### config.mk
export PLATFORM = sky130hd
export DESIGN_NAME = bcd_rtc
export DESIGN_NICKNAME = d
export VERILOG_FILES = /design/src/rtl/rtc_pkg.sv /design/src/rtl/rtc_prescaler.sv /design/src/rtl/rtc_time_chain.sv /design/src/rtl/rtc_date_chain.sv /design/src/rtl/bcd_rtc.sv
export SDC_FILE = /design/constraint.sdc
export NUM_CORES = 1
export LEC_CHECK = 0
export ABC_CLOCK_PERIOD_IN_PS = 3200
export BUFFER_PORTS_ARGS = -buffer_cell sky130_fd_sc_hd__buf_2
export CAP_MARGIN = 20
export CORE_ASPECT_RATIO = 1.5
export CORE_UTILIZATION = 60
export CTS_BUF_LIST = sky130_fd_sc_hd__clkbuf_16
export DETAILED_ROUTE_END_ITERATION = 16
export PLACE_DENSITY = 0.78
export SYNTH_ARGS = -nofsm -noshare
export SYNTH_HDL_FRONTEND = slang
export SYNTH_SLANG_ARGS = --single-unit
### constraint.sdc
create_clock -name clk -period 3.2 [get_ports clk]
set_input_delay 0.32 -clock clk [delete_from_list [all_inputs] [get_ports clk]]
set_output_delay 0.32 -clock clk [all_outputs]
set_load 0.05 [all_outputs]
### src/rtl/rtc_pkg.sv
package rtc_pkg;

  localparam logic [2:0] ADDR_SEC   = 3'd0;
  localparam logic [2:0] ADDR_MIN   = 3'd1;
  localparam logic [2:0] ADDR_HOUR  = 3'd2;
  localparam logic [2:0] ADDR_DOW   = 3'd3;
  localparam logic [2:0] ADDR_DATE  = 3'd4;
  localparam logic [2:0] ADDR_MONTH = 3'd5;
  localparam logic [2:0] ADDR_YEAR  = 3'd6;
  localparam logic [2:0] ADDR_CTRL  = 3'd7;

  localparam int unsigned NFIELD = 7;

  typedef enum logic [2:0] {
    SRC_32K    = 3'd0,
    SRC_1M     = 3'd1,
    SRC_2M     = 3'd2,
    SRC_4M     = 3'd3,
    SRC_LINE50 = 3'd4,
    SRC_LINE60 = 3'd5,
    SRC_OFF6   = 3'd6,
    SRC_OFF7   = 3'd7
  } src_sel_e;

  // add one to a packed two-digit BCD value (no wrap handling)
  function automatic logic [7:0] bcd_inc(input logic [7:0] v);
    if (v[3:0] == 4'd9) return {v[7:4] + 4'd1, 4'd0};
    else                return v + 8'd1;
  endfunction

  // 10*T + O is a multiple of 4 exactly when 2*T[0] + O[1:0] is 0 mod 4
  function automatic logic leap_bcd(input logic [7:0] y);
    logic [1:0] s;
    s = {y[4], 1'b0} + y[1:0];
    return (s == 2'b00);
  endfunction

  function automatic logic [7:0] month_len(input logic [7:0] m, input logic leap);
    if (m == 8'h02) return leap ? 8'h29 : 8'h28;
    if (m == 8'h04 || m == 8'h06 || m == 8'h09 || m == 8'h11) return 8'h30;
    return 8'h31;
  endfunction

endpackage

### src/rtl/rtc_prescaler.sv
module rtc_prescaler
  import rtc_pkg::*;
#(
  parameter int unsigned DIV_32K = 32768,
  parameter int unsigned DIV_1M  = 1000000,
  parameter int unsigned DIV_2M  = 2000000,
  parameter int unsigned DIV_4M  = 4000000,
  parameter int unsigned DIV_50  = 50,
  parameter int unsigned DIV_60  = 60
) (
  input  logic     clk,
  input  logic     rst_n,
  input  logic     src_tick,
  input  logic     clear,
  input  src_sel_e sel,
  output logic     tick
);

  function automatic int unsigned max2(input int unsigned a, input int unsigned b);
    return (a > b) ? a : b;
  endfunction

  localparam int unsigned DMAX =
    max2(max2(max2(DIV_32K, DIV_1M), max2(DIV_2M, DIV_4M)), max2(DIV_50, DIV_60));
  localparam int CW = $clog2(DMAX) + 1;

  logic [CW-1:0] cnt;
  logic [CW-1:0] limit;
  logic          halt;

  always_comb begin
    halt  = 1'b0;
    limit = '0;
    case (sel)
      SRC_32K:    limit = CW'(DIV_32K - 1);
      SRC_1M:     limit = CW'(DIV_1M - 1);
      SRC_2M:     limit = CW'(DIV_2M - 1);
      SRC_4M:     limit = CW'(DIV_4M - 1);
      SRC_LINE50: limit = CW'(DIV_50 - 1);
      SRC_LINE60: limit = CW'(DIV_60 - 1);
      default:    halt  = 1'b1;
    endcase
  end

  // a clear in the same cycle swallows the pulse and the tick
  assign tick = src_tick && !halt && !clear && (cnt == limit);

  always_ff @(posedge clk or negedge rst_n) begin
    if (!rst_n)                 cnt <= '0;
    else if (clear)             cnt <= '0;
    else if (src_tick && !halt) cnt <= (cnt == limit) ? '0 : cnt + 1'b1;
  end

endmodule

### src/rtl/rtc_time_chain.sv
module rtc_time_chain
  import rtc_pkg::*;
(
  input  logic       clk,
  input  logic       rst_n,
  input  logic       step,
  input  logic       mode12,
  input  logic [2:0] wr_sel,
  input  logic [7:0] wr_data,
  output logic [7:0] sec,
  output logic [7:0] min,
  output logic [7:0] hour,
  output logic       day_step
);

  localparam int NMOD60 = 2;

  logic [7:0]      mm_q [NMOD60];
  logic [NMOD60:0] carry;

  assign carry[0] = step;

  for (genvar i = 0; i < NMOD60; i++) begin : g_mod60
    logic wrap;
    assign wrap       = (mm_q[i] == 8'h59);
    assign carry[i+1] = carry[i] && wrap;

    always_ff @(posedge clk or negedge rst_n) begin
      if (!rst_n)         mm_q[i] <= 8'h00;
      else if (wr_sel[i]) mm_q[i] <= wr_data;
      else if (carry[i])  mm_q[i] <= wrap ? 8'h00 : bcd_inc(mm_q[i]);
    end
  end

  assign sec = mm_q[0];
  assign min = mm_q[1];

  logic [7:0] hour_q;
  logic [7:0] hour_nx;
  logic       day_wrap;
  logic [4:0] h12;
  logic       pm;

  assign h12 = hour_q[4:0];
  assign pm  = hour_q[5];

  always_comb begin
    if (mode12) begin
      day_wrap = (h12 == 5'h11) && pm;
      if (h12 == 5'h12)      hour_nx = {2'b00, pm, 5'h01};
      else if (h12 == 5'h11) hour_nx = {2'b00, ~pm, 5'h12};
      else if (h12[3:0] == 4'd9) hour_nx = {2'b00, pm, 5'h10};
      else                   hour_nx = {2'b00, pm, h12 + 5'd1};
    end else begin
      day_wrap = (hour_q == 8'h23);
      hour_nx  = day_wrap ? 8'h00 : bcd_inc(hour_q);
    end
  end

  always_ff @(posedge clk or negedge rst_n) begin
    if (!rst_n)             hour_q <= 8'h00;
    else if (wr_sel[2])     hour_q <= wr_data;
    else if (carry[NMOD60]) hour_q <= hour_nx;
  end

  assign hour     = hour_q;
  assign day_step = carry[NMOD60] && day_wrap;

endmodule

### src/rtl/rtc_date_chain.sv
module rtc_date_chain
  import rtc_pkg::*;
(
  input  logic       clk,
  input  logic       rst_n,
  input  logic       step,
  input  logic [3:0] wr_sel,
  input  logic [7:0] wr_data,
  output logic [7:0] dow,
  output logic [7:0] date,
  output logic [7:0] month,
  output logic [7:0] year
);

  logic [7:0] dow_q, date_q, month_q, year_q;
  logic       date_wrap, month_wrap;
  logic       month_step, year_step;

  assign date_wrap  = (date_q == month_len(month_q, leap_bcd(year_q)));
  assign month_wrap = (month_q == 8'h12);
  assign month_step = step && date_wrap;
  assign year_step  = month_step && month_wrap;

  always_ff @(posedge clk or negedge rst_n) begin
    if (!rst_n)         dow_q <= 8'h01;
    else if (wr_sel[0]) dow_q <= wr_data;
    else if (step)      dow_q <= (dow_q == 8'h07) ? 8'h01 : dow_q + 8'h01;
  end

  always_ff @(posedge clk or negedge rst_n) begin
    if (!rst_n)         date_q <= 8'h01;
    else if (wr_sel[1]) date_q <= wr_data;
    else if (step)      date_q <= date_wrap ? 8'h01 : bcd_inc(date_q);
  end

  always_ff @(posedge clk or negedge rst_n) begin
    if (!rst_n)          month_q <= 8'h01;
    else if (wr_sel[2])  month_q <= wr_data;
    else if (month_step) month_q <= month_wrap ? 8'h01 : bcd_inc(month_q);
  end

  always_ff @(posedge clk or negedge rst_n) begin
    if (!rst_n)         year_q <= 8'h00;
    else if (wr_sel[3]) year_q <= wr_data;
    else if (year_step) year_q <= (year_q == 8'h99) ? 8'h00 : bcd_inc(year_q);
  end

  assign dow   = dow_q;
  assign date  = date_q;
  assign month = month_q;
  assign year  = year_q;

endmodule

### src/rtl/bcd_rtc.sv
module bcd_rtc
  import rtc_pkg::*;
#(
  parameter int unsigned DIV_32K = 32768,
  parameter int unsigned DIV_1M  = 1000000,
  parameter int unsigned DIV_2M  = 2000000,
  parameter int unsigned DIV_4M  = 4000000,
  parameter int unsigned DIV_50  = 50,
  parameter int unsigned DIV_60  = 60
) (
  input  logic       clk,
  input  logic       rst_n,
  input  logic       src_tick,
  input  logic       wr_en,
  input  logic [2:0] wr_addr,
  input  logic [7:0] wr_data,
  input  logic [2:0] rd_addr,
  output logic [7:0] rd_data
);

  logic [NFIELD-1:0] field_wr;
  logic [3:0]        ctrl_q;
  logic              mode12;
  logic              sec_tick;
  logic              day_step;
  logic [7:0]        sec_q, min_q, hour_q, dow_q, date_q, month_q, year_q;

  for (genvar i = 0; i < NFIELD; i++) begin : g_dec
    assign field_wr[i] = wr_en && (wr_addr == 3'(i));
  end

  always_ff @(posedge clk or negedge rst_n) begin
    if (!rst_n)                              ctrl_q <= 4'h0;
    else if (wr_en && wr_addr == ADDR_CTRL)  ctrl_q <= wr_data[3:0];
  end

  assign mode12 = ctrl_q[0];

  rtc_prescaler #(
    .DIV_32K(DIV_32K), .DIV_1M(DIV_1M), .DIV_2M(DIV_2M),
    .DIV_4M(DIV_4M), .DIV_50(DIV_50), .DIV_60(DIV_60)
  ) u_pre (
    .clk      (clk),
    .rst_n    (rst_n),
    .src_tick (src_tick),
    .clear    (wr_en),
    .sel      (src_sel_e'(ctrl_q[3:1])),
    .tick     (sec_tick)
  );

  rtc_time_chain u_time (
    .clk      (clk),
    .rst_n    (rst_n),
    .step     (sec_tick),
    .mode12   (mode12),
    .wr_sel   (field_wr[2:0]),
    .wr_data  (wr_data),
    .sec      (sec_q),
    .min      (min_q),
    .hour     (hour_q),
    .day_step (day_step)
  );

  rtc_date_chain u_date (
    .clk     (clk),
    .rst_n   (rst_n),
    .step    (day_step),
    .wr_sel  (field_wr[6:3]),
    .wr_data (wr_data),
    .dow     (dow_q),
    .date    (date_q),
    .month   (month_q),
    .year    (year_q)
  );

  always_comb begin
    case (rd_addr)
      ADDR_SEC:   rd_data = sec_q;
      ADDR_MIN:   rd_data = min_q;
      ADDR_HOUR:  rd_data = hour_q;
      ADDR_DOW:   rd_data = dow_q;
      ADDR_DATE:  rd_data = date_q;
      ADDR_MONTH: rd_data = month_q;
      ADDR_YEAR:  rd_data = year_q;
      default:    rd_data = {4'h0, ctrl_q};
    endcase
  end

endmodule

==> results of run 1 <==
[metrics by stage]
step | cells | utilization
2_1_floorplan | 854 | -
3_3_place_gp | 1013 | 0.6510
3_5_place_dp | 1013 | 0.6510
4_1_cts | 1029 | 0.6812
5_1_grt | 1029 | 0.6837
6_report | 1029 | 0.6837
[flip-flops by register name (all words and copies together), names as in the netlist]
| name | flops |
|---|---|
| u_pre.cnt | 23 |
| u_date.dow | 8 |
| u_time.sec | 8 |
| ctrl_q | 4 |
| u_time.hour | 8 |
| u_date.month | 8 |
| u_date.year | 8 |
| u_date.date | 8 |
| u_time.min | 8 |
[layer usage]
metal	GRT usage	vias up	part of all wire
met2	0.6444	370	0.49
met5	0	-	0
met4	0.2619	0	0.071
met3	0.07486	113	0.078
met1	0.4345	3429	0.36
li1	-	3277	-
[final timing paths]
check,startpoint,slack (ns),endpoint
setup / recovery,ctrl_q[2],0.15,u_date.date[6]
hold / removal,rst_n,0.11,u_time.sec[7]
setup reg to reg,ctrl_q[2],0.15,u_date.date[6]
hold reg to reg,u_pre.cnt[2],0.55,u_pre.cnt[2]
max in group asynchronous,rst_n,2.40,u_time.sec[1]
min in group clk,wr_data[6],0.36,u_time.sec[6]
[power by group through the flow]
stage          clock [mW]  combinational, mW  sequential, mW
6_report             1.20               1.30            1.54
3_3_place_gp            0               1.21            1.53
5_1_grt              1.24               1.42            1.56
3_5_place_dp            0               1.26            1.54
4_1_cts              1.20               1.27            1.52
2_1_floorplan           0              0.950            1.41
[cells by family after synthesis]
logic type | count (synthesis) | synth area share
and+or+nand+nor | 371 | 0.2886
xor gates and xnor gates | 5 | 0.006437
muxes | 41 | 0.06824
AOI/OAI and AO/OA | 242 | 0.2374
DFF | 83 | 0.3059
buffers and inverters | 90 | 0.05297
adders and majority gates | 22 | 0.04046
[what timing repair did]
| item | 4_1_cts | 5_1_grt |
|---|---|---|
| gates resized for setup | 0 | 3 |
| hold buffers | 0 | 0 |
| setup endpoints to repair | 0 | 2 |
[cell usage in the layout (no fill, tap or decap), types with 15 or more instances in the layout]
cell type	count
nand4_1	17
dfrtp_1	80
nor4_1	16
a31oi_1	57
nand3_1	44
inv_1	37
a21oi_1	36
nand2_1	77
or3_1	22
ha_1	22
nor2_1	79
nor2b_1	17
buf_2	24
mux2i_1	25
buf_4	42
or4_1	18
and3_1	15
o21ai_0	48
[final cells by class]
cell class / count / area (µm²) / share of cell area
Multi-Input combinational cell: 681 / 4389 / 0.5807
Sequential cell: 83 / 2081 / 0.2753
Timing Repair Buffer: 66 / 435.4 / 0.05761
Clock buffer: 9 / 225.2 / 0.02980
Tap cell: 147 / 183.9 / 0.02433
Inverter: 36 / 135.1 / 0.01788
Clock inverter: 7 / 108.9 / 0.01440
==> key figures, run 1 <==
Logic synthesis
  – Distinct cell type count after synthesis: 75
  – Cell taking the most area after synthesis: dfrtp_1
  – Main flop type after synthesis: dfrtp_1
  – Cell area after synthesis: 0.006803 mm²
  – Sequential fraction of the synthesis area: 0.3059
  – Ranking of synthesized cells by area: dfrtp_1 29%, a31oi_1 5.2%, nor2_1 4.4%
  – Syn Area/Cell: about 8.0 µm²
  – Top-count cell post-synth: dfrtp_1
  – Synth top area share: 0.2943
  – Post-Syn Nets: 894
  – Syn. warnings: 0
  – Yosys reg bits: 83
  – Post-Synthesis Cells: 854
  – Synth cell count leaders: 80 x dfrtp_1, 79 x nor2_1, 77 x nand2_1, 57 x a31oi_1, 48 x o21ai_0
  – Post-synth EDFFs: 0
  – Async set or reset register ratio after synthesis: 1.000

Worst setup path
  – CP Data Arrival Time: 3.31 ns
  – Kind of critical path: register to register
  – CP top delay family: simple AND/OR/NAND/NOR gates
  – CP max-delay cell: or4_4
  – Worst path bufs/invs: 0
  – Max incr delay on CP: ~0.71 ns
  – CP Max Fanout: 32
  – Worst Setup Start Kind: register
  – CP Capture Type: register
  – WP depth: 7
  – FF-to-FF path depth: 7
  – WP data required: 3.46 ns
  – CP Cell Sequence: o21ba_1 -> nor4_2 -> a41oi_1 -> a311o_1 -> or4_4 -> or4_1 -> a31oi_1

Floorplanning
  – I/O pin cnt: 26
  – Die width: 88.94 µm
  – Die height: 132.4 µm
  – Placeable Area: between 0.01 and 0.015 mm²
  – Core Rows: 47
  – Starting Density: 0.6153
  – Die area: ~0.012 mm²

Place
  – Dpl hpwl: 15920 µm
  – Pre-CTS setup slack: roughly 0.13 ns
  – Placed Area: 0.007197 mm²
  – IO buf count: 25
  – Final Wtd Congestion: 0.9662

Global routing
  – First-pass GRT wire length: 34720 µm
  – Largest net degree at the start of global routing: 74
  – Initial antenna violation count: 0
  – Overall routing resource usage: 0.3861
  – Vias in the first global route: 6902
  – Total gr overflow: 0

Layout
  – # nets final: between 900 and 1000
  – Fill cell count: 953
  – Layout cell share with drive strength beyond 1: 0.1281
  – # diodes: 0
  – Synth-to-Final Area Change: 11.11%
  – Fin area: about 0.0076 mm²

CTS
  – Root buffer cell: clkbuf_16
  – CTS tree: yes
  – Setup bufs post-CTS: 0
  – Clock slew at reported path FFs: 0.07 ns
  – # H-tree levels: 3
  – Clock Path Buffers: 2
  – Clock sink total: 83
  – Num CTS Buffers: 9
  – Clk_lat worst skew: around 0.35 ns

STA
  – Max_slew headroom: 0.3310
  – Final setup TNS: 0 ns
  – Clock skew: 0.01065 ns
  – Worst Tran Pin Value: 1.003 ns
  – Final setup viols: 0
  – Hold Slack: 0.1136 ns
  – Fin crit period: 3.045 ns
  – Max frequency: 328.4 MHz
  – RSZ-0062 raised after global routing: false
  – Final worst-path cycle share: 0.9516
  – Setup ws final: 0.1547 ns
  – Pins Over Slew Limit: 0
  – Fin. Hold Viols: 0

Power
  – P_sw: 1.516 mW
  – Pwr per Cell Area: 534.1 mW/mm²
  – Int Power: roughly 2.5 mW
  – Clk pwr share: 0.297
  – Design Power: 4.037 mW
  – Switch share: 0.3755
  – P_leak: 3.064 nW
  – Seq pwr share: 0.381
  – Comb pwr share: 0.322
  – Peak supply drop: 0.2840 mV

Worst hold path
  – HP Class: input pin to asynchronous set/reset pin

Status
  – Status: completed

Drt
  – Via Count: 7189
  – Post-route DRC: 0
  – Wire per inst: 21.70 µm
  – Drt first-iter violations: 525
  – Final wirelength: 22330 µm
  – Drt first pass iters: 5
  – Antenna violation net count after detailed routing: 0
  – Routed vias/inst: approximately 7

Flow run
  – Max Cap Viol: 0
(Power assumes the default switching activity.)
==> run 2: changes to the inputs <==
--- a/config.mk
+++ b/config.mk
@@ -15,4 +15,5 @@
 export PLACE_DENSITY = 0.78
 export SYNTH_ARGS = -nofsm -noshare
 export SYNTH_HDL_FRONTEND = slang
+export SYNTH_HIERARCHICAL = 1
 export SYNTH_SLANG_ARGS = --single-unit
==> run 2 against run 1 <==
Effect of this change: non-clock buffer count rose by 17; highest routed layer unchanged; the flow now finishes with violations (setup timing); maximum frequency fell by 6.0%; sequential power barely moved; register-to-register slack got worse by 0.19 ns; sequential share of layout area rose by 0.12 points; critical path type unchanged.
==> key figures, run 2 <==
Status
  – Status: finished with violations
  – Failing checks: setup timing

Logic synthesis
  – Async set or reset register ratio after synthesis: 1.000 (unchanged)
  – Adder-Cell Fraction of Synth Area: 0.04118 (+0.0007196)
  – Top-count cell post-synth: nand2_1
  – Synth cell count leaders: 96 x nand2_1, 80 x dfrtp_1, 65 x a21oi_1, 52 x nor2_1, 44 x o21ai_0
  – Post-Synthesis Cells: 802 (-6.1%)
  – Synth top area share: 0.2995 (+0.005233)
  – Yosys reg bits: 83 (unchanged)
  – Synth Area in Compound Gates: 0.2379 (+0.0004787)
  – Syn Area/Cell: 8.334 µm² (+4.6%)
  – Main flop type after synthesis: dfrtp_1
  – Cell taking the most area after synthesis: dfrtp_1
  – Multiplexer share of the synthesized area: 0.05990 (-0.008334)
  – Largest family of logic cells by synthesized area: simple AND/OR/NAND/NOR gates
  – Distinct cell type count after synthesis: 85 (+13%)
  – Cell area after synthesis: 0.006684 mm² (-1.7%)
  – Ranking of synthesized cells by area: dfrtp_1 30%, nand2_1 5.4%, a21oi_1 4.9%
  – Post-synth EDFFs: 0 (unchanged)
  – Synth Area in XOR/XNOR: 0.02359 (+0.01715)
  – Simple-gate portion of the synthesized area: 0.2623 (-0.02632)
  – Sequential fraction of the synthesis area: 0.3113 (+0.005439)
  – Syn. warnings: 6 (+6)
  – Post-Syn Nets: 842 (-5.8%)

STA
  – RSZ-0062 raised after global routing: true
  – Fin crit period: 3.240 ns (+0.1949 ns)
  – Clock skew: 0.009184 ns (-0.001464 ns)
  – Max frequency: 308.6 MHz (-6.0%)
  – Setup ws final: -0.04019 ns (-0.1949 ns)
  – Worst Tran Pin Value: 0.9195 ns (-0.08400 ns)
  – Fin. Hold Viols: 0 (unchanged)
  – Final setup TNS: -0.1438 ns (-0.1438 ns)
  – Final worst-path cycle share: 1.013 (+0.06091)
  – Max_slew headroom: 0.3870 (+0.05600)
  – Final setup viols: 5 (+5)
  – Pins Over Slew Limit: 0 (unchanged)

Layout
  – # diodes: 0 (unchanged)
  – Layout cell share with drive strength beyond 1: 0.1814 (+0.05327)
  – Top reg by flops: u_pre/cnt
  – Flip-flop count of the largest register after layout: 23 (unchanged)
  – Most frequent cells in the layout: 94 x nand2_1, 77 x dfrtp_1, 62 x a21oi_1
  – Most common cell after layout, fill and taps aside: nand2_1
  – # nets final: 884 (-3.6%)
  – Synth-to-Final Area Change: 12.80%

CTS
  – Root buffer cell: clkbuf_16
  – Clock Path Buffers: 2 (unchanged)
  – Clock sink total: 83 (unchanged)
  – Clk_lat worst skew: 0.34 ns (about the same)
  – Clock slew at reported path FFs: 0.06 ns (about the same)
  – CTS tree: yes
  – # H-tree levels: 3 (unchanged)
  – Num CTS Buffers: 9 (unchanged)

Place
  – Dpl hpwl: 14680 µm (-7.8%)
  – Final Wtd Congestion: 0.9835 (+1.8%)
  – IO buf count: 25 (unchanged)
  – Pre-CTS setup slack: -0.1247 ns (-0.2510 ns)

Power
  – Pwr per Cell Area: 501.4 mW/mm² (-6.1%)
  – Peak supply drop: 0.3327 mV (+17%)
  – Design Power: 3.781 mW (-6.3%)
  – P_leak: 3.066 nW (about the same)

Worst setup path
  – Kind of critical path: register to register
  – Worst Setup Start Kind: register
  – Crit path from: ctrl_q[2]
  – R2r setup slk: -0.04 ns (-0.19 ns)
  – CP Cell Sequence: buf_4 -> nor3_4 -> o221ai_2 -> nor4_2 -> and3_4 -> nand3_4 -> nand4bb_4 -> a21oi_2 -> and2_4 -> o211ai_1 -> a21oi_1 -> buf_4 -> a31oi_1 -> o31a_1
  – FF-to-FF path depth: 14 (+7)
  – CP Capture Type: register
  – WP data required: 3.43 ns (-0.03 ns)
  – Max incr delay on CP: 0.46 ns (-0.25 ns)
  – Most used cell, CP: buf_4
  – Critical R2R Capture: u_date/month[6]
  – Reg-to-reg startpoint: ctrl_q[2]
  – CP max-delay cell: dfrtp_2
  – CP Data Arrival Time: 3.47 ns (+0.16 ns)
  – CP Max Fanout: 7 (-78%)
  – Critical Path End: u_date/month[6]

Floorplanning
  – Die width: 88.18 µm (-0.86%)
  – Starting Density: 0.6244 (+0.009033)
  – Die area: 0.01157 mm² (-1.7%)
  – Core Rows: 46 (-2.1%)
  – Placeable Area: 0.01071 mm² (-3.2%)
  – Die height: 131.3 µm (-0.86%)
  – I/O pin cnt: 26 (unchanged)

Global routing
  – First-pass GRT wire length: 31660 µm (-8.8%)
  – Vias in the first global route: 6352 (-8.0%)
  – Largest net degree at the start of global routing: 69 (-6.8%)
  – Initial antenna violation count: 0 (unchanged)
  – Overall routing resource usage: 0.3547 (-0.03142)
  – Total gr overflow: 0 (unchanged)

Drt
  – Routed vias/inst: 6.771 (-3.1%)
  – Drt first-iter violations: 563 (+7.2%)
  – Drt first pass iters: 6 (+1)
  – Final wirelength: 20930 µm (-6.3%)
  – Antenna violation net count after detailed routing: 0 (unchanged)
  – Post-route DRC: 0 (unchanged)
  – Wire per inst: 21.07 µm (-2.9%)
  – Via Count: 6724 (-6.5%)

Flow run
  – Max Cap Viol: 0 (unchanged)

Worst hold path
  – HP Class: input pin to asynchronous set/reset pin
[run 2: changes by cell type after synthesis, sizes merged, moves of 16 or more]
cell / delta
a21oi: +31
a31oi: -35
buf: +19
clkbuf: -21
nand2: +19
nor2: -25
or3: -18
or4: -16
[run 2: layout make-up]
type / instances / area (µm²)
multi-input cells: 636 / 4264
fillers: 891 / 3166
flip-flops and latches: 83 / 2085
repair buffers: 83 / 590.6
clock buffers: 9 / 225.2
well taps: 144 / 180.2
inverters: 31 / 116.4
clock inverters: 7 / 78.83
[run 2: cells by family (layout without fill, tap and decap cells)]
| logic type | Yosys count | count (layout) |
|---|---|---|
| xor+xnor | 18 | 18 |
| buf+inv | 83 | 130 |
| compound gates | 238 | 238 |
| mux | 35 | 35 |
| simple gates | 323 | 323 |
| flops | 83 | 83 |
| fa+ha+maj | 22 | 22 |
[run 2: metal layers]
layer  vias up  track usage  wire length, µm
met1      3252       0.3825             7593
met2       327       0.6303            10700
met3        96      0.05465             1318
met5         -            0                0
li1       3049            -                -
met4         0       0.2097             1312
[run 2: repair_timing]
item / CTS / global route
buffers inserted: 2 / 14
hold buffers: 0 / 0
hold endpoints to repair: 0 / 0
resized for setup: 4 / 30
pin swaps: 1 / 6
setup endpoints to repair: 21 / 26
[run 2: worst min path at each step]
stage,from,end,depth (start not counted)
floorplan,rst_n,ctrl_q[0],0
global placement,rst_n,u_pre/cnt[16],1
detailed placement,rst_n,u_pre/cnt[16],1
CTS,rst_n,u_pre/cnt[16],1
global route,rst_n,u_pre/cnt[9],1
finish,rst_n,u_pre/cnt[16],1
[run 2: critical path, delay by kind of cell (launching register included)]
| kind | cells | cell delay, ns |
|---|---|---|
| buffers and inverters | 2 | 0.37 |
| and+or+nand+nor | 6 | 1.35 |
| AOI/OAI and AO/OA | 6 | 0.94 |
| DFF | 1 | 0.46 |
[run 2: power by group]
group | switching (mW) | internal (mW)
clock network | 0.420 | 0.670
registers | 0.305 | 1.21
logic | 0.668 | 0.511
[run 2: metrics by stage]
stage | hold WS, ns | util | std cells | cell area, µm²
final | 0.1064 | 0.7043 | 993 | 7540
after global placement | 0.4953 | 0.6553 | 961 | 7015
after floorplan | 0.02441 | - | 802 | 6715
after detailed placement | 0.5040 | 0.6553 | 961 | 7015
after CTS | 0.1366 | 0.6863 | 979 | 7347
after global routing | 0.1798 | 0.7043 | 993 | 7540
